==> src/rtl/sat_pkg.sv <==
package sat_pkg;

    localparam int SLOT_W    = 32;
    localparam int FRAME_W   = 2 * SLOT_W;
    localparam int BIT_IDX_W = $clog2(FRAME_W);
    localparam int POS_W     = $clog2(SLOT_W);
    localparam int LEN_W     = $clog2(SLOT_W) + 1;
    localparam int DIV_W     = 5;
    localparam int CTRL_W    = 18;

    // Serial format, captured when the port starts.
    typedef struct packed {
        logic [2:0] div_sel;   // [13:11]
        logic [2:0] wlen;      // [10:8]
        logic       delay;     // [7]
        logic       right_al;  // [6]
        logic       ws_inv;    // [5]
        logic       sck_inv;   // [4]
    } fmt_t;

    typedef struct packed {
        logic [3:0] ie;        // [17:14] {unf, ovf, idle, dreq}
        fmt_t       fmt;       // [13:4]
        logic       ws_master; // [3]
        logic       sck_master;// [2]
        logic       tx_mode;   // [1]
        logic       enable;    // [0]
    } ctrl_t;

    typedef struct packed {
        logic unf;
        logic ovf;
        logic idle;
        logic dreq;
    } stat_t;

    function automatic logic [DIV_W-1:0] div_ratio(input logic [2:0] sel);
        case (sel)
            3'd0:    div_ratio = DIV_W'(1);
            3'd1:    div_ratio = DIV_W'(2);
            3'd2:    div_ratio = DIV_W'(4);
            3'd3:    div_ratio = DIV_W'(8);
            3'd4:    div_ratio = DIV_W'(16);
            3'd5:    div_ratio = DIV_W'(6);
            3'd6:    div_ratio = DIV_W'(12);
            default: div_ratio = DIV_W'(1);
        endcase
    endfunction

    function automatic logic [LEN_W-1:0] word_bits(input logic [2:0] code);
        case (code)
            3'd0:    word_bits = LEN_W'(8);
            3'd1:    word_bits = LEN_W'(16);
            3'd2:    word_bits = LEN_W'(18);
            3'd3:    word_bits = LEN_W'(20);
            3'd4:    word_bits = LEN_W'(22);
            3'd5:    word_bits = LEN_W'(24);
            default: word_bits = LEN_W'(SLOT_W);
        endcase
    endfunction

    // Place the low N bits of a sample inside a slot; bit SLOT_W-1 goes out first.
    function automatic logic [SLOT_W-1:0] slot_pattern(input logic [SLOT_W-1:0] d,
                                                       input logic [2:0] code,
                                                       input logic right);
        logic [LEN_W-1:0]  n;
        logic [SLOT_W-1:0] mask;
        logic [SLOT_W-1:0] w;
        n    = word_bits(code);
        mask = (n >= LEN_W'(SLOT_W)) ? '1 : ((SLOT_W'(1) << n) - SLOT_W'(1));
        w    = d & mask;
        slot_pattern = right ? w : (w << (LEN_W'(SLOT_W) - n));
    endfunction

endpackage

==> src/rtl/sat_clkgen.sv <==
module sat_clkgen
    import sat_pkg::*;
(
    input  logic             clk,
    input  logic             rst,
    input  logic             run,
    input  logic [DIV_W-1:0] ratio,
    output logic             phase,
    output logic             bit_end
);
    logic [DIV_W-1:0] hcnt;
    logic             half_end;

    assign half_end = (hcnt == ratio - DIV_W'(1));
    assign bit_end  = run && phase && half_end;

    always_ff @(posedge clk) begin
        if (rst || !run) begin
            hcnt  <= '0;
            phase <= 1'b0;
        end else if (half_end) begin
            hcnt  <= '0;
            phase <= ~phase;
        end else begin
            hcnt  <= hcnt + DIV_W'(1);
        end
    end

    // each half bit spans exactly ratio cycles
    assert_half_len_R2: assert property (@(posedge clk) disable iff (rst)
        (run && $past(run) && (phase != $past(phase))) |-> ($past(hcnt) == $past(ratio) - DIV_W'(1)));

endmodule

==> src/rtl/sat_frame_seq.sv <==
module sat_frame_seq
    import sat_pkg::*;
(
    input  logic                 clk,
    input  logic                 rst,
    input  logic                 go,
    input  logic                 bit_end,
    output logic                 run,
    output logic [BIT_IDX_W-1:0] bitn,
    output logic                 start,
    output logic                 load
);
    logic slot_last;
    logic frame_last;

    assign slot_last  = (bitn[POS_W-1:0] == '1);
    assign frame_last = (bitn == '1);
    assign start      = !run && go;
    assign load       = start || (bit_end && slot_last && !(frame_last && !go));

    always_ff @(posedge clk) begin
        if (rst) begin
            run  <= 1'b0;
            bitn <= '0;
        end else if (start) begin
            run  <= 1'b1;
            bitn <= '0;
        end else if (bit_end) begin
            if (frame_last && !go)
                run <= 1'b0;
            bitn <= bitn + BIT_IDX_W'(1);
        end
    end

    // the port only stops after the last bit of a frame
    assert_stop_at_frame_R12: assert property (@(posedge clk) disable iff (rst)
        $fell(run) |-> ($past(bitn) == BIT_IDX_W'(FRAME_W - 1)));

    // a new word enters the shifter only at slot position 0
    assert_load_at_slot_R9: assert property (@(posedge clk) disable iff (rst)
        load |=> (run && bitn[POS_W-1:0] == '0));

endmodule

==> src/rtl/sat_shifter.sv <==
module sat_shifter
    import sat_pkg::*;
(
    input  logic              clk,
    input  logic              rst,
    input  logic              run,
    input  logic              load,
    input  logic              bit_end,
    input  logic              wr,
    input  logic [SLOT_W-1:0] wdata,
    input  logic [2:0]        wlen,
    input  logic              right_al,
    input  logic              clr_ovf,
    input  logic              clr_unf,
    output logic              dreq,
    output logic              ovf,
    output logic              unf,
    output logic              bit_now,
    output logic              bit_prev
);
    logic [SLOT_W-1:0] hold;
    logic [SLOT_W-1:0] shreg;
    logic              starve;
    logic [SLOT_W-1:0] pick;

    // A write landing together with a load goes straight to the shifter.
    assign starve   = dreq && !wr;
    assign pick     = (wr && dreq) ? wdata : hold;
    assign bit_now  = shreg[SLOT_W-1];

    always_ff @(posedge clk) begin
        if (rst) begin
            hold     <= '0;
            shreg    <= '0;
            bit_prev <= 1'b0;
            dreq     <= 1'b1;
            ovf      <= 1'b0;
            unf      <= 1'b0;
        end else begin
            if (wr && dreq)
                hold <= wdata;

            if (load)
                dreq <= 1'b1;
            else if (wr && dreq)
                dreq <= 1'b0;

            if (wr && !dreq)
                ovf <= 1'b1;
            else if (clr_ovf)
                ovf <= 1'b0;

            if (load && starve)
                unf <= 1'b1;
            else if (clr_unf)
                unf <= 1'b0;

            if (load) begin
                shreg    <= starve ? '0 : slot_pattern(pick, wlen, right_al);
                bit_prev <= run ? shreg[SLOT_W-1] : 1'b0;
            end else if (bit_end) begin
                shreg    <= shreg << 1;
                bit_prev <= shreg[SLOT_W-1];
            end
        end
    end

    // a starved slot flags underflow and sends zeros
    assert_underflow_zero_R10: assert property (@(posedge clk) disable iff (rst)
        (load && starve) |=> (unf && shreg == '0));

    // every slot start re-arms the data request
    assert_load_sets_dreq_R9: assert property (@(posedge clk) disable iff (rst)
        load |=> dreq);

    // a write into a full register leaves the stored word untouched
    assert_ovf_drop_R9: assert property (@(posedge clk) disable iff (rst)
        (wr && !dreq) |=> $stable(hold));

    // overflow stays set until cleared by a status write
    assert_ovf_sticky_R11: assert property (@(posedge clk) disable iff (rst)
        (ovf && !clr_ovf) |=> ovf);

endmodule

==> src/rtl/serial_audio_tx.sv <==
module serial_audio_tx
    import sat_pkg::*;
(
    input  logic              clk,
    input  logic              rst,
    input  logic              ctrl_we,
    input  logic [CTRL_W-1:0] ctrl_wdata,
    input  logic              stat_we,
    input  logic [1:0]        stat_keep,
    input  logic              txd_we,
    input  logic [SLOT_W-1:0] txd_wdata,
    output logic [3:0]        status,
    output logic              irq,
    output logic              sck_o,
    output logic              ws_o,
    output logic              sdo_o
);
    ctrl_t                ctrl_q;
    fmt_t                 fmt_q;
    fmt_t                 fmt_use;
    logic                 go;
    logic                 run;
    logic                 start;
    logic                 load;
    logic                 phase;
    logic                 bit_end;
    logic [BIT_IDX_W-1:0] bitn;
    logic                 dreq, ovf, unf;
    logic                 bit_now, bit_prev;
    stat_t                st;

    always_ff @(posedge clk) begin
        if (rst)
            ctrl_q <= '0;
        else if (ctrl_we)
            ctrl_q <= ctrl_t'(ctrl_wdata);
    end

    assign go = ctrl_q.enable && ctrl_q.tx_mode && ctrl_q.sck_master && ctrl_q.ws_master;

    always_ff @(posedge clk) begin
        if (rst)
            fmt_q <= '0;
        else if (start)
            fmt_q <= ctrl_q.fmt;
    end

    assign fmt_use = start ? ctrl_q.fmt : fmt_q;

    sat_clkgen u_clkgen (
        .clk     (clk),
        .rst     (rst),
        .run     (run),
        .ratio   (div_ratio(fmt_use.div_sel)),
        .phase   (phase),
        .bit_end (bit_end)
    );

    sat_frame_seq u_seq (
        .clk     (clk),
        .rst     (rst),
        .go      (go),
        .bit_end (bit_end),
        .run     (run),
        .bitn    (bitn),
        .start   (start),
        .load    (load)
    );

    sat_shifter u_shift (
        .clk      (clk),
        .rst      (rst),
        .run      (run),
        .load     (load),
        .bit_end  (bit_end),
        .wr       (txd_we),
        .wdata    (txd_wdata),
        .wlen     (fmt_use.wlen),
        .right_al (fmt_use.right_al),
        .clr_ovf  (stat_we && !stat_keep[0]),
        .clr_unf  (stat_we && !stat_keep[1]),
        .dreq     (dreq),
        .ovf      (ovf),
        .unf      (unf),
        .bit_now  (bit_now),
        .bit_prev (bit_prev)
    );

    assign st.unf  = unf;
    assign st.ovf  = ovf;
    assign st.idle = !run;
    assign st.dreq = dreq;
    assign status  = st;
    assign irq     = |(st & ctrl_q.ie);

    assign sck_o = run ? (phase ^ fmt_q.sck_inv) : ctrl_q.fmt.sck_inv;
    assign ws_o  = run ? (bitn[BIT_IDX_W-1] ^ fmt_q.ws_inv) : ctrl_q.fmt.ws_inv;
    assign sdo_o = run && (fmt_q.delay ? bit_prev : bit_now);

    // word select moves only at bit boundaries while running
    assert_ws_on_boundary_R3: assert property (@(posedge clk) disable iff (rst)
        (run && $past(run) && !$past(bit_end)) |-> $stable(ws_o));

    // the port cannot leave idle unless all start conditions hold
    assert_start_gated_R8: assert property (@(posedge clk) disable iff (rst)
        $rose(run) |-> $past(go));

endmodule

==> config.mk <==
export PLATFORM = sky130hd
export DESIGN_NAME = serial_audio_tx
export DESIGN_NICKNAME = d
export VERILOG_FILES = /design/src/rtl/sat_pkg.sv /design/src/rtl/sat_clkgen.sv /design/src/rtl/sat_frame_seq.sv /design/src/rtl/sat_shifter.sv /design/src/rtl/serial_audio_tx.sv
export SDC_FILE = /design/constraint.sdc
export NUM_CORES = 1
export LEC_CHECK = 0
export ABC_AREA = 1
export BUFFER_PORTS_ARGS = -buffer_cell sky130_fd_sc_hd__buf_2
export CAP_MARGIN = 30
export CELL_PAD_IN_SITES_DETAIL_PLACEMENT = 1
export CELL_PAD_IN_SITES_GLOBAL_PLACEMENT = 1
export CORE_ASPECT_RATIO = 1.4
export CORE_MARGIN = 4
export CORE_UTILIZATION = 25
export CTS_BUF_LIST = sky130_fd_sc_hd__clkbuf_8
export CTS_CLUSTER_SIZE = 30
export DETAILED_ROUTE_END_ITERATION = 10
export PLACE_DENSITY = 0.51
export SYNTH_ARGS = -nofsm -noshare
export SYNTH_HDL_FRONTEND = slang
export SYNTH_SLANG_ARGS = --single-unit
==> constraint.sdc <==
create_clock -name clk -period 11.1 [get_ports clk]
set_clock_uncertainty 0.2 [all_clocks]
set_input_delay 2.22 -clock clk [delete_from_list [all_inputs] [get_ports clk]]
set_output_delay 2.22 -clock clk [all_outputs]
set_load 0.005 [all_outputs]
-- Word level (Yosys, flattened, before mapping)
Index checks and enable logic that the tools add are counted.
- $lt $le $gt $ge: 1
- mux-type cells: 24
- equal/unequal tests: 14
- bitwise gates (word level): 5
- shift-type cells: 2
- $add $sub $neg: 5
- reductions and logical operators: 36
- operators by type and width (cell ; count):
    32-bit 2-to-1 mux ; 6
    6-bit case mux with 6 select lines ; 1
    32-bit bitwise AND ; 1
    1-bit by 6-bit left shift with 32-bit output, first input constant ; 1
    32-bit by 6-bit left shift with 32-bit output ; 1
    32-bit by 1-bit subtractor with 32-bit output, second input constant ; 1
    5-bit case mux with 6 select lines ; 1
    1-bit logical AND ; 16
    3-bit equality test, second input constant ; 5
    1-bit 2-to-1 mux ; 13
    3-bit by 2-bit equality test with 1-bit output, second input constant ; 4
    6-bit 2-to-1 mux ; 2
    10-bit 2-to-1 mux ; 1
    2-bit nonzero test ; 5
    1-bit zero test ; 7
    6-bit by 1-bit adder with 6-bit output, second input constant ; 1
    3-bit by 1-bit equality test with 1-bit output, second input constant ; 2
    6-bit equality test, second input constant ; 1
    6-bit >= comparator, second input constant ; 1
    2-bit OR reduction ; 3
    6-bit subtractor, first input constant ; 1
    5-bit by 1-bit adder with 5-bit output, second input constant ; 1
    5-bit equality test ; 1
    5-bit equality test, second input constant ; 1
    8 further kinds ; 10
- word-level logic and storage cells: 114
- register bits after elaboration: 109
- output and inout port bits: 8

-- Depth between registers and ports, before layout
Gate-level depths: netlist of run 1.
- word-level depth: 23
- depth in mapped cells: 30
- mapped depth without buffers: 28

-- Cells and area by module
Synthesis of run 1 repeated with hierarchy kept, for this count alone.
- cells, all modules: 1142
- area total of the unflattened synthesis: 7196.9 um^2
- modules (own cells, without submodules) (module ; area an instance (um^2) ; times used ; cells each):
    sat_shifter ; 5136.2 ; 1 ; 841
    serial_audio_tx ; 1252.5 ; 1 ; 175
    sat_clkgen ; 421.7 ; 1 ; 73
    sat_frame_seq ; 386.6 ; 1 ; 53

-- Worst setup path after synthesis of run 1
Ideal clock, no wire load.
- kind: input-to-reg
- start: input port txd_we
- end: register u_shift.shreg[29]
- required time: 10.780 ns
- library setup time: 0.120 ns
- cell stages on the path: 14
- buffers on the path: 1
- arrival time: 3.871 ns
- path slack: 6.909 ns
- cell sequence: nand2_1 > clkbuf_1 > mux2i_1 > nor2_1 > o21ai_0 > nand2_1 > o211ai_1 > nand3_1 > nand2_1 > inv_1 > nand2_1 > nand2_1 > nand2_1 > a21oi_1
- cells in the longest elaborated chain, start to end: 7
- ends and longest elaborated chain (what ; RTL line ; source):
    from (decl) ; serial_audio_tx.sv:10 ; input logic txd_we,
    1-bit logical AND ; sat_shifter.sv:28 ; assign pick = (wr && dreq) ? wdata : hold;
    32-bit 2-to-1 mux ; -- ;
    32-bit bitwise AND ; sat_pkg.sv:71 ; w = d & mask;
    32-bit by 6-bit left shift with 32-bit output ; sat_pkg.sv:72 ; slot_pattern = right ? w : (w << (LEN_W'(SLOT_W) - n));
    32-bit 2-to-1 mux ; sat_pkg.sv:72 ;
    32-bit 2-to-1 mux * ; sat_shifter.sv:59 ; shreg <= starve ? '0 : slot_pattern(pick, wlen, right_al);
    32-bit 2-to-1 mux * ; sat_shifter.sv:58 ; if (load) begin
    to (signal assigned) ; sat_shifter.sv:59 ;
    to (signal assigned) ; sat_shifter.sv:62 ; shreg <= shreg << 1;
    to (decl) ; sat_shifter.sv:22 ; logic [SLOT_W-1:0] shreg;
Mark *: on every way between the ends. The rest lies on a longest branch, timed or not.
A chain may end at the register's enable or synchronous reset.

-- Worst setup path after layout of run 1
- start: register ctrl_q[3] (netlist name)
- end: register u_shift.shreg[12]
- cells in the longest elaborated chain, start to end: 15
- ends and longest elaborated chain (what ; RTL line ; source):
    from (decl) ; serial_audio_tx.sv:18 ; ctrl_t ctrl_q;
    from (signal assigned) ; serial_audio_tx.sv:36 ; ctrl_q <= ctrl_t'(ctrl_wdata);
    1-bit logical AND * ; serial_audio_tx.sv:39 ; assign go = ctrl_q.enable && ctrl_q.tx_mode && ctrl_q.sck_master && ctrl_q.ws_master;
    1-bit logical AND ; sat_frame_seq.sv:18 ; assign start = !run && go;
    10-bit 2-to-1 mux ; -- ;
    3-bit equality test (tied with other cells) ; sat_pkg.sv:51 ; case (code)
    6-bit case mux with 6 select lines ; sat_pkg.sv:51 ;
    6-bit 2-to-1 mux ; sat_shifter.sv:58 ;
    6-bit 2-to-1 mux ; sat_shifter.sv:32 ; if (rst) begin
    1-bit by 6-bit left shift with 32-bit output ; sat_pkg.sv:70 ; mask = (n >= LEN_W'(SLOT_W)) ? '1 : ((SLOT_W'(1) << n) - SLOT_W'(1));
    32-bit by 1-bit subtractor with 32-bit output ; sat_pkg.sv:70 ;
    32-bit 2-to-1 mux ; sat_pkg.sv:70 ;
    32-bit bitwise AND ; sat_pkg.sv:71 ;
    32-bit by 6-bit left shift with 32-bit output ; sat_pkg.sv:72 ;
    32-bit 2-to-1 mux ; sat_pkg.sv:72 ;
    32-bit 2-to-1 mux ; sat_shifter.sv:59 ;
    32-bit 2-to-1 mux ; sat_shifter.sv:58 ;
Mark *: on every way between the ends. The rest lies on a longest branch, timed or not. The select of a mux whose other input is x is not followed.

==> results of run 1 <==
## power breakdown
group	total, mW	switching (mW)	internal (mW)
combinational	0.117	0.0789	0.0378
sequential	0.410	0.00527	0.404
clock	0.251	0.166	0.0857
total	0.778	0.250	0.528
## synth_stat cells, drive strengths merged (4+ instances only)
| library cell | number | area [sq um] |
|---|---|---|
| nand2 | 250 | 1003 |
| o21ai | 140 | 730.7 |
| nor2 | 134 | 551.8 |
| inv | 110 | 412.9 |
| dfxtp | 109 | 2182 |
| nand3 | 104 | 543.0 |
| a21oi | 65 | 325.3 |
| clkbuf | 32 | 120.1 |
| buf | 27 | 178.9 |
| mux2i | 21 | 210.2 |
| o211ai | 19 | 142.6 |
| ha | 13 | 162.7 |
| nand4 | 9 | 62.56 |
| nor3 | 6 | 40.04 |
| xor2 | 6 | 52.55 |
| or2 | 5 | 31.28 |
| a31oi | 4 | 25.02 |
## logic make-up after synthesis
group / after synthesis
simple gates: 512
compound gates: 238
buf+inv: 172
flops: 109
mux: 21
fa+ha+maj: 13
xor+xnor: 9
## worst register-to-register path, cell delays in order (launching register included)
cell and delay [ns]:
dfxtp_1 0.34, nand2_1 0.12, nor2_8 0.17, nand2_4 0.19, nand2_1 0.13, nand2_2 0.14
nand2_2 0.42, nand3_4 0.45, inv_2 0.65, ha_1 0.34, buf_4 0.26, inv_1 0.79
nand3_1 0.22, nand3_1 0.18, a21oi_1 0.07, o21ai_0 0.40, nand3_1 0.13, nand2_1 0.09
inv_1 0.03
## worst paths after layout
| kind | to | start | depth (start not counted) | slack, ns |
|---|---|---|---|---|
| hold / removal | u_shift.bit_prev | u_shift.bit_prev | 2 | 0.26 |
| setup reg to reg | u_shift.shreg[12] | ctrl_q[3] | 18 | 5.66 |
| hold reg to reg | u_shift.bit_prev | u_shift.bit_prev | 2 | 0.26 |
| setup / recovery | u_shift.shreg[12] | ctrl_q[3] | 18 | 5.66 |
## through the flow
step / hold slack [ns] / util / total power [mW] / worst slack (ns)
finish: 0.2612 / 0.2829 / 0.7778 / 5.656
global route: 0.2906 / 0.2829 / 0.8215 / 5.142
CTS: 0.2651 / 0.2829 / 0.7953 / 5.594
detailed placement: 0.2468 / 0.2762 / 0.5374 / 5.626
global placement: 0.2445 / 0.2752 / 0.5358 / 5.609
floorplan: 0.2299 / - / 0.4933 / 6.909
## routing by layer
layer / up-vias / global-route usage / routed length (um)
li1: 3554 / - / -
met1: 3343 / 0.2006 / 10970
met2: 87 / 0.3182 / 13350
met3: 33 / 0.02301 / 543
met4: 0 / 0.05612 / 649
met5: - / 0 / 0
## registers in the layout, summed over array words and instances, names as in the netlist, 5 cells and up, named ones only
name           cells
ctrl_q            18
fmt_q             10
u_clkgen.hcnt      5
u_seq.bitn         6
u_shift.hold      29
u_shift.shreg     32
## layout make-up
cell class	count	area, sq um	share of cell area
flip-flops and latches	109	2182	0.2847
well taps	365	456.7	0.05958
clock buffers	9	123.9	0.01616
repair buffers	72	400.4	0.05224
multi-input cells	793	4019	0.5243
clock inverters	7	57.56	0.007509
inverters	113	425.4	0.05550
==> results.md, run 1 <==
* Hold/Removal Path Class: flop to flop
* Worst-path cell chain: nand2_1 -> nor2_8 -> nand2_4 -> nand2_1 -> nand2_2 -> nand2_2 -> nand3_4 -> inv_2 -> ha_1 -> buf_4 -> inv_1 -> nand3_1 -> nand3_1 -> a21oi_1 -> o21ai_0 -> nand3_1 -> nand2_1 -> inv_1
* Top_reg_cell synth: dfxtp_1
* Antenna Violating Nets Remaining at 0
* Worst-path clk slew at approximately 0.13 ns
* CP startpoint kind: flop
* DIE HEIGHT at roughly 200 um
* Net Count, Synth at roughly 1,100
* Layout cell share with drive strength beyond 1 at 0.1224
* Mean Syn Cell Area at approximately 6.4 sq um
* H-tree levels at 3
* Required time worst endpoint at around 11 ns
* Status: complete, no violations
* TritonCTS clock tree: built
* Number of top-level pins at 65
* Mapped cell area at approximately 0.0069 sq mm
* Main combinational cell family by area after synthesis: simple AND/OR/NAND/NOR gates
* Aggregate global routing overflow at 0
* RSZ-0062 raised after global routing: false
* Core box area at 0.02709 sq mm
* Register bit count reported by yosys at between 100 and 150
* Critical Path AT at 5.56 ns
* Vias in the first global route at between 7,000 and 8,000
* Largest net degree at the start of global routing at around 50
* Most common cell after layout, fill and taps aside: nand2_1
* # nets final at ~1,200
* Fraction of registers with async set/reset at 0
* YS warnings at 0
* Post-layout min period at roughly 5.4 ns
* Most frequent cells in the layout: nand2_1 (233), nor2_1 (128), dfxtp_1 (109), inv_1 (102)
* Worst Tran Pin Value at 0.9919 ns
* Total wire length at approximately 26 mm
* Hold Fails Final Rpt at 0
* Cell family with most CP delay: simple AND/OR/NAND/NOR gates
* Post-synthesis compound-gate area fraction at 0.1879
* Maximum clock frequency at roughly 180 MHz
* Hold buffers post-CTS at 0
* Total GRT Usage at 0.1712
* Pwr dens at a little over 100 mW/mm^2
* Setup CP Type: flop to flop
* Post-Synth Simple-Gate Area at 0.3268
* Post-synth EDFFs at 0
* CP Max Fanout at 38
* Skew-Pair Late Insertion Delay at about 0.42 ns
* Fin crit share at 0.4904
* Post-CTS setup buffers at 0
* Via-to-Cell Ratio at ~4.8
* Leakage at 3.541 nW
* DPL Wire Length at between 15 and 20 mm
* Final Non-Filler Cells at ~1,500
* Mux contribution to synthesized area at 0.03038
* Post-Synth XOR/XNOR Area at 0.01139
* Antenna diode count at 0
* GP Congestion at approximately 0.86
* Adder-cell share of the synthesized area at 0.02351
* CTS root buffer: clkbuf_8
* Post-synth cell types at 49
* Rel. slew slack at 0.3380
* Max IR drop VDD at ~0.000048 V
* Die ar. at ~0.030 sq mm
* Final Max Tran Viols at 0
* Post-Place Cells at 1,452
* Seq/Total Area, Yosys at 0.3154
* P&R area growth vs syn at 10.78%
* DP Area at 0.007483 sq mm
* First-pass GRT wire length at 40.72 mm
* Initial Util at 0.2554
* Initial antenna violation count at 0
* I/O Buffers at 64
* Final setup violation count at 0
* Detailed-route via count at ~7,000
* Mapped Cells at between 1,000 and 1,500
* Core Rows at 71
* Crit. End Element: flop
* Pre-antenna DRT Iters at 5
* Fill count at 3,487
* Final std cell area, no fill at 0.007665 sq mm
* Clk buf depth at 2
* Initial DRC count at between 300 and 400
* Post-CTS sizing at 0
* WL/cell at roughly 17 um
* Critical-path top delay cell: inv_1
* Slowest Stage Delay on Critical Path at between 0.7 and 0.8 ns
* CTS Sinks at around 110
* CTS Buf Count at 9
* DR DRC count at 0
* Total of max-cap violations at 0
* CP Buf/Inv Count at 4
* Die W at between 100 and 150 um
* Setup Total Neg Slack at 0 ns
Note: power is estimated with default switching activity, not from simulation.
==> run 2, diff against run 1 <==
- PLACE_DENSITY: 0.51 -> 0.53
- clock period: 11.1 -> 4.7 ns (I/O delays scaled with it)
==> results.md, run 2 (synthesis results as in run 1) <==
* Critical Path AT at 4.37 ns (-1.19 ns)
* Core box area at 0.02709 sq mm (unchanged)
* Most common cell after layout, fill and taps aside: nand2_1
* Required time worst endpoint at 4.85 ns (-6.36 ns)
* CTS Sinks at 109 (unchanged)
* TritonCTS clock tree: built
* Fill count at 3,478 (-0.26%)
* Crit. End Element: flop
* CP startpoint kind: flop
* Pre-antenna DRT Iters at 5 (unchanged)
* Final setup violation count at 0 (unchanged)
* Status: complete, no violations
* RSZ-0062 raised after global routing: false
* I/O Buffers at 64 (unchanged)
* GP Congestion at 0.8292 (-3.7%)
* Die ar. at 0.03044 sq mm (unchanged)
* Final Max Tran Viols at 0 (unchanged)
* Hold Fails Final Rpt at 0 (unchanged)
* CTS Buf Count at 9 (unchanged)
* Aggregate global routing overflow at 0 (unchanged)
* CP Max Fanout at 19 (-50%)
* Reg-to-reg startpoint: u_seq.run
* Max IR drop VDD at 0.0001097 V (+130%)
* Leakage at 3.603 nW (+1.8%)
* Largest net degree at the start of global routing at 50 (-2.0%)
* CTS root buffer: clkbuf_8
* Finished Core Util at 0.2862 (+0.003278)
* Pwr dens at 234.6 mW/mm^2 (+130%)
* Skew-Pair Late Insertion Delay at 0.41 ns (about the same)
* Worst-path clk slew at 0.12 ns (about the same)
* First-pass GRT wire length at 41.26 mm (+1.3%)
* Largest regs: u_shift.shreg x32, u_shift.hold x29, ctrl_q x18
* DR DRC count at 0 (unchanged)
* Vias in the first global route at 7,462 (+2.2%)
* Clk buf depth at 2 (unchanged)
* Via-to-Cell Ratio at 4.760 (-0.43%)
* Total wire length at 25.49 mm (-0.13%)
* DIE HEIGHT at 204.8 um (unchanged)
* Setup Total Neg Slack at 0 ns (unchanged)
* Total of max-cap violations at 0 (unchanged)
* # nets final at 1,181 (+1.1%)
* Initial Util at 0.2554 (unchanged)
* Post-layout min period at 4.215 ns (-1.229 ns)
* Core Rows at 71 (unchanged)
* Setup CP Type: flop to flop
* Hold buffers post-CTS at 0 (unchanged)
* DPL Wire Length at 19.46 mm (-0.25%)
* Initial antenna violation count at 0 (unchanged)
* Rel. slew slack at 0.5804 (+0.2424)
* Area of the multi-input gates at 0.004019 sq mm (unchanged)
* Maximum clock frequency at 237.2 MHz (+29%)
* Worst Tran Pin Value at 0.6286 ns (-0.3632 ns)
* Worst hold start: u_shift.bit_prev
* Die W at 148.6 um (unchanged)
* Detailed-route via count at 7,049 (+0.46%)
* Post-CTS sizing at 0 (unchanged)
* Layout cell share with drive strength beyond 1 at 0.1317 (+0.009327)
* Antenna Violating Nets Remaining at 0 (unchanged)
* Max FFs per register at 32 (unchanged)
* P&R area growth vs syn at 12.06%
* Total GRT Usage at 0.1730 (+0.001874)
* FF+latch area at 0.002182 sq mm (unchanged)
* Largest Register: u_shift.shreg
* Hold/Removal Path Class: flop to flop
* WL/cell at 17.21 um (-1.0%)
* Fin crit share at 0.8968 (+0.4064)
* Initial DRC count at 241 (-37%)
* Most frequent cells in the layout: nand2_1 (233), nor2_1 (128), dfxtp_1 (109), inv_1 (102)
* Antenna diode count at 0 (unchanged)
* CP startpoint: u_seq.run
* Post-CTS setup buffers at 0 (unchanged)
* Number of top-level pins at 65 (unchanged)
* H-tree levels at 3 (unchanged)
-- run 2: changes by cell type in the layout (fill, tap and decap cells not counted) --
cell / before / now
buf_12: 0 / 1
buf_16: 1 / 0
buf_4: 7 / 20
clkinv_1: 2 / 3
clkinv_2: 2 / 1
clkinv_4: 2 / 1
inv_6: 1 / 2
-- run 2: metal layers --
| layer | GRT usage | vias to the layer above | share of wire |
|---|---|---|---|
| met5 | 0 | - | 0 |
| met1 | 0.2021 | 3361 | 0.42 |
| met4 | 0.05216 | 0 | 0.021 |
| li1 | - | 3583 | - |
| met2 | 0.3266 | 75 | 0.54 |
| met3 | 0.02080 | 30 | 0.017 |
-- run 2: final timing paths --
kind / cells past startpoint / slack [ns] / end
hold reg to reg: 2 / 0.27 / u_shift.bit_prev
setup / recovery: 22 / 0.48 / u_shift.shreg[28]
hold / removal: 2 / 0.27 / u_shift.bit_prev
setup reg to reg: 22 / 0.48 / u_shift.shreg[28]
-- run 2: area by class of cell --
class	count	share of cell area
clock buffers	9	0.01598
clock inverters	7	0.007262
inverters	113	0.05487
multi-input cells	793	0.5183
flip-flops and latches	109	0.2814
well taps	365	0.05890
repair buffers	85	0.06326
-- run 2: report_power, final --
part           switching [mW]  internal [mW]
combinational           0.185         0.0911
sequential             0.0120          0.955
clock                   0.374          0.202
total                   0.571           1.25
-- run 2: stage by stage --
stage / power, mW / instances / setup slack [ns] / hold WS (ns) / area (sq um)
floorplan: 1.165 / 1074 / 0.8510 / 0.2299 / 6919
global placement: 1.267 / 1465 / 0.6207 / 0.2465 / 7574
detailed placement: 1.269 / 1465 / 0.5254 / 0.2512 / 7574
CTS: 1.864 / 1481 / 0.4810 / 0.2689 / 7754
global route: 1.932 / 1481 / 0.1331 / 0.3034 / 7754
finish: 1.819 / 1481 / 0.4850 / 0.2654 / 7754
-- run 2: worst max-delay path, cell delays in order (launching register included) --
cell     delay (ns)
dfxtp_1        0.40
inv_2          0.13
nand2_4        0.26
nand2_1        0.11
nand2_2        0.20
inv_2          0.10
nand2_1        0.13
o21ai_0        0.17
ha_1           0.26
ha_1           0.21
inv_1          0.09
nand2_1        0.12
o21ai_2        0.22
nand2_1        0.15
a21oi_1        0.33
nand2_1        0.12
nand3_1        0.14
nand3_1        0.12
a31oi_1        0.30
nand2_1        0.10
nand2_1        0.07
nand2_1        0.09
a21oi_1        0.13
==> run 3, diff against run 2 <==
- BUFFER_PORTS_ARGS: -buffer_cell sky130_fd_sc_hd__buf_2 -> -buffer_cell sky130_fd_sc_hd__clkbuf_2
==> results.md, run 3 (synthesis results as in run 1) <==
* Setup Total Neg Slack at 0 ns (unchanged)
* H-tree levels at 3 (unchanged)
* Leakage at 3.618 nW (+0.43%)
* Hold WS at 0.2793 ns (+0.01389 ns)
* Aggregate global routing overflow at 0 (unchanged)
* Via-to-Cell Ratio at 4.806 (+0.98%)
* CP startpoint kind: flop
* Pwr dens at 239.0 mW/mm^2 (+1.9%)
* Largest regs: u_shift.shreg x32, u_shift.hold x29, ctrl_q x18
* Layout cell share with drive strength beyond 1 at 0.1335 (+0.001792)
* Max FFs per register at 32 (unchanged)
* Most common cell after layout, fill and taps aside: nand2_1
* Antenna Violating Nets Remaining at 0 (unchanged)
* Initial antenna violation count at 1 (+1)
* Largest net degree at the start of global routing at 48 (-4.0%)
* Largest Register: u_shift.shreg
* Final setup violation count at 0 (unchanged)
* Die W at 148.6 um (unchanged)
* RSZ-0062 raised after global routing: false
* Maximum clock frequency at 235.1 MHz (-0.92%)
* Hold depth at 2 (unchanged)
* Pre-antenna DRT Iters at 4 (-1)
* Core box area at 0.02709 sq mm (unchanged)
* Status: complete, no violations
* DPL Wire Length at 19.42 mm (-0.22%)
* Hold buffers post-CTS at 0 (unchanged)
* Clk buf depth at 2 (unchanged)
* DR DRC count at 0 (unchanged)
* Skew-Pair Late Insertion Delay at 0.42 ns (about the same)
* Total GRT Usage at 0.1699 (-0.003133)
* Crit. End Element: flop
* Fill count at 3,492 (+0.40%)
* DIE HEIGHT at 204.8 um (unchanged)
* I/O Buffers at 64 (unchanged)
* Worst hold start: u_shift.bit_prev
* Worst-path clk slew at 0.12 ns (about the same)
* Worst Tran Pin Value at 0.9438 ns (+0.3152 ns)
* Detailed-route via count at 7,123 (+1.0%)
* Vias in the first global route at 7,287 (-2.3%)
* Hold/Removal Path Class: flop to flop
* Core Rows at 71 (unchanged)
* Worst R2R Path Depth at 22 (unchanged)
* Setup CP Type: flop to flop
* Post-layout min period at 4.254 ns (+0.03925 ns)
* CTS Buf Count at 9 (unchanged)
* Number of top-level pins at 65 (unchanged)
* R2R Path End: u_shift.shreg[28]
* DP Worst Slack at 0.4879 ns (-0.03745 ns)
* Most frequent cells in the layout: nand2_1 (233), nor2_1 (128), dfxtp_1 (109)
* WL/cell at 17.08 um (-0.76%)
* Most used cell, CP: nand2_1
* CTS Sinks at 109 (unchanged)
* FF-to-FF setup slack at 0.45 ns (-0.04 ns)
* CTS root buffer: clkbuf_8
* # nets final at 1,181 (unchanged)
* Max IR drop VDD at 0.0001053 V (-4.0%)
* Final Max Tran Viols at 0 (unchanged)
* Total of max-cap violations at 0 (unchanged)
* Rel. slew slack at 0.3701 (-0.2104)
* Post-CTS sizing at 0 (unchanged)
* Critical Path AT at 4.40 ns (+0.03 ns)
* TritonCTS clock tree: built
* Reg-to-reg startpoint: u_seq.run
* Final WS setup at 0.4457 ns (-0.03925 ns)
* Hold Fails Final Rpt at 0 (unchanged)
* First-pass GRT wire length at 40.44 mm (-2.0%)
* Final Non-Filler Cells at 1,482 (+0.068%)
* Initial Util at 0.2554 (unchanged)
* P&R area growth vs syn at 12.26%
* Slowest Stage Delay on Critical Path at 0.41 ns (about the same)
* CP Max Fanout at 19 (unchanged)
* Hold EP: u_shift.bit_prev
* Critical-path top delay cell: a21oi_1
* Post-CTS setup buffers at 0 (unchanged)
* GP Congestion at 0.8360 (+0.82%)
* Die ar. at 0.03044 sq mm (unchanged)
* Required time worst endpoint at 4.85 ns (about the same)
* Initial DRC count at 306 (+27%)
* Total wire length at 25.31 mm (-0.69%)
* Worst-path cell chain: inv_2 -> nand2_4 -> nand2_1 -> nand2_2 -> inv_2 -> nand2_1 -> o21ai_0 -> ha_1 -> ha_1 -> inv_1 -> nand2_1 -> o21ai_2 -> nand2_1 -> a21oi_1 -> nand2_1 -> nand3_1 -> nand3_1 -> a31oi_1 -> nand2_1 -> nand2_1 -> nand2_1 -> a21oi_1
* Post-Place Cells at 1,465 (unchanged)
* Fin crit share at 0.9052 (+0.008350)
==> run 3: layer usage <==
| layer | vias to the layer above | wire (um) | global-route usage |
|---|---|---|---|
| li1 | 3586 | - | - |
| met1 | 3446 | 10820 | 0.2009 |
| met2 | 69 | 13630 | 0.3224 |
| met3 | 22 | 452 | 0.01792 |
| met4 | 0 | 411 | 0.04556 |
| met5 | - | 0 | 0 |
==> run 3: power breakdown <==
group	leakage, nW	switching [mW]	internal, mW
combinational	2.62	0.184	0.0910
sequential	0.889	0.0126	0.955
clock	0.104	0.391	0.223
total	3.62	0.588	1.27
==> run 3: area by class of cell <==
class	count	area [sq um]	area share
repair buffers	85	478.0	0.06153
diodes	1	2.502	0.0003222
clock inverters	6	66.31	0.008537
flip-flops and latches	109	2182	0.2809
multi-input cells	793	4019	0.5174
inverters	113	425.4	0.05477
clock buffers	10	137.6	0.01772
well taps	365	456.7	0.05880
==> run 3: worst max-delay path by stage <==
| stage | from | to | slack (ns) | depth (start not counted) |
|---|---|---|---|---|
| floorplan | ctrl_q[3] | u_shift.shreg[29] | 0.85 | 27 |
| global placement | u_seq.run | u_shift.shreg[28] | 0.55 | 22 |
| detailed placement | u_seq.run | u_shift.shreg[28] | 0.49 | 22 |
| CTS | u_seq.run | u_shift.shreg[28] | 0.45 | 22 |
| global route | u_seq.run | u_shift.shreg[18] | 0.05 | 23 |
| finish | u_seq.run | u_shift.shreg[28] | 0.45 | 22 |
==> run 3: critical path: cells and delay by family, from the launching register on <==
family          cells  cell delay, ns
simple gates       12            1.60
fa+ha+maj           2            0.46
buf+inv             3            0.33
flops               1            0.40
compound gates      5            1.20
==> run 3: stage by stage <==
step / power, mW / cell area [sq um] / utilization
final: 1.856 / 7767 / 0.2867
after global placement: 1.266 / 7561 / 0.2791
after detailed placement: 1.268 / 7561 / 0.2791
after global routing: 1.962 / 7767 / 0.2867
after CTS: 1.896 / 7765 / 0.2866
after floorplan: 1.165 / 6919 / -
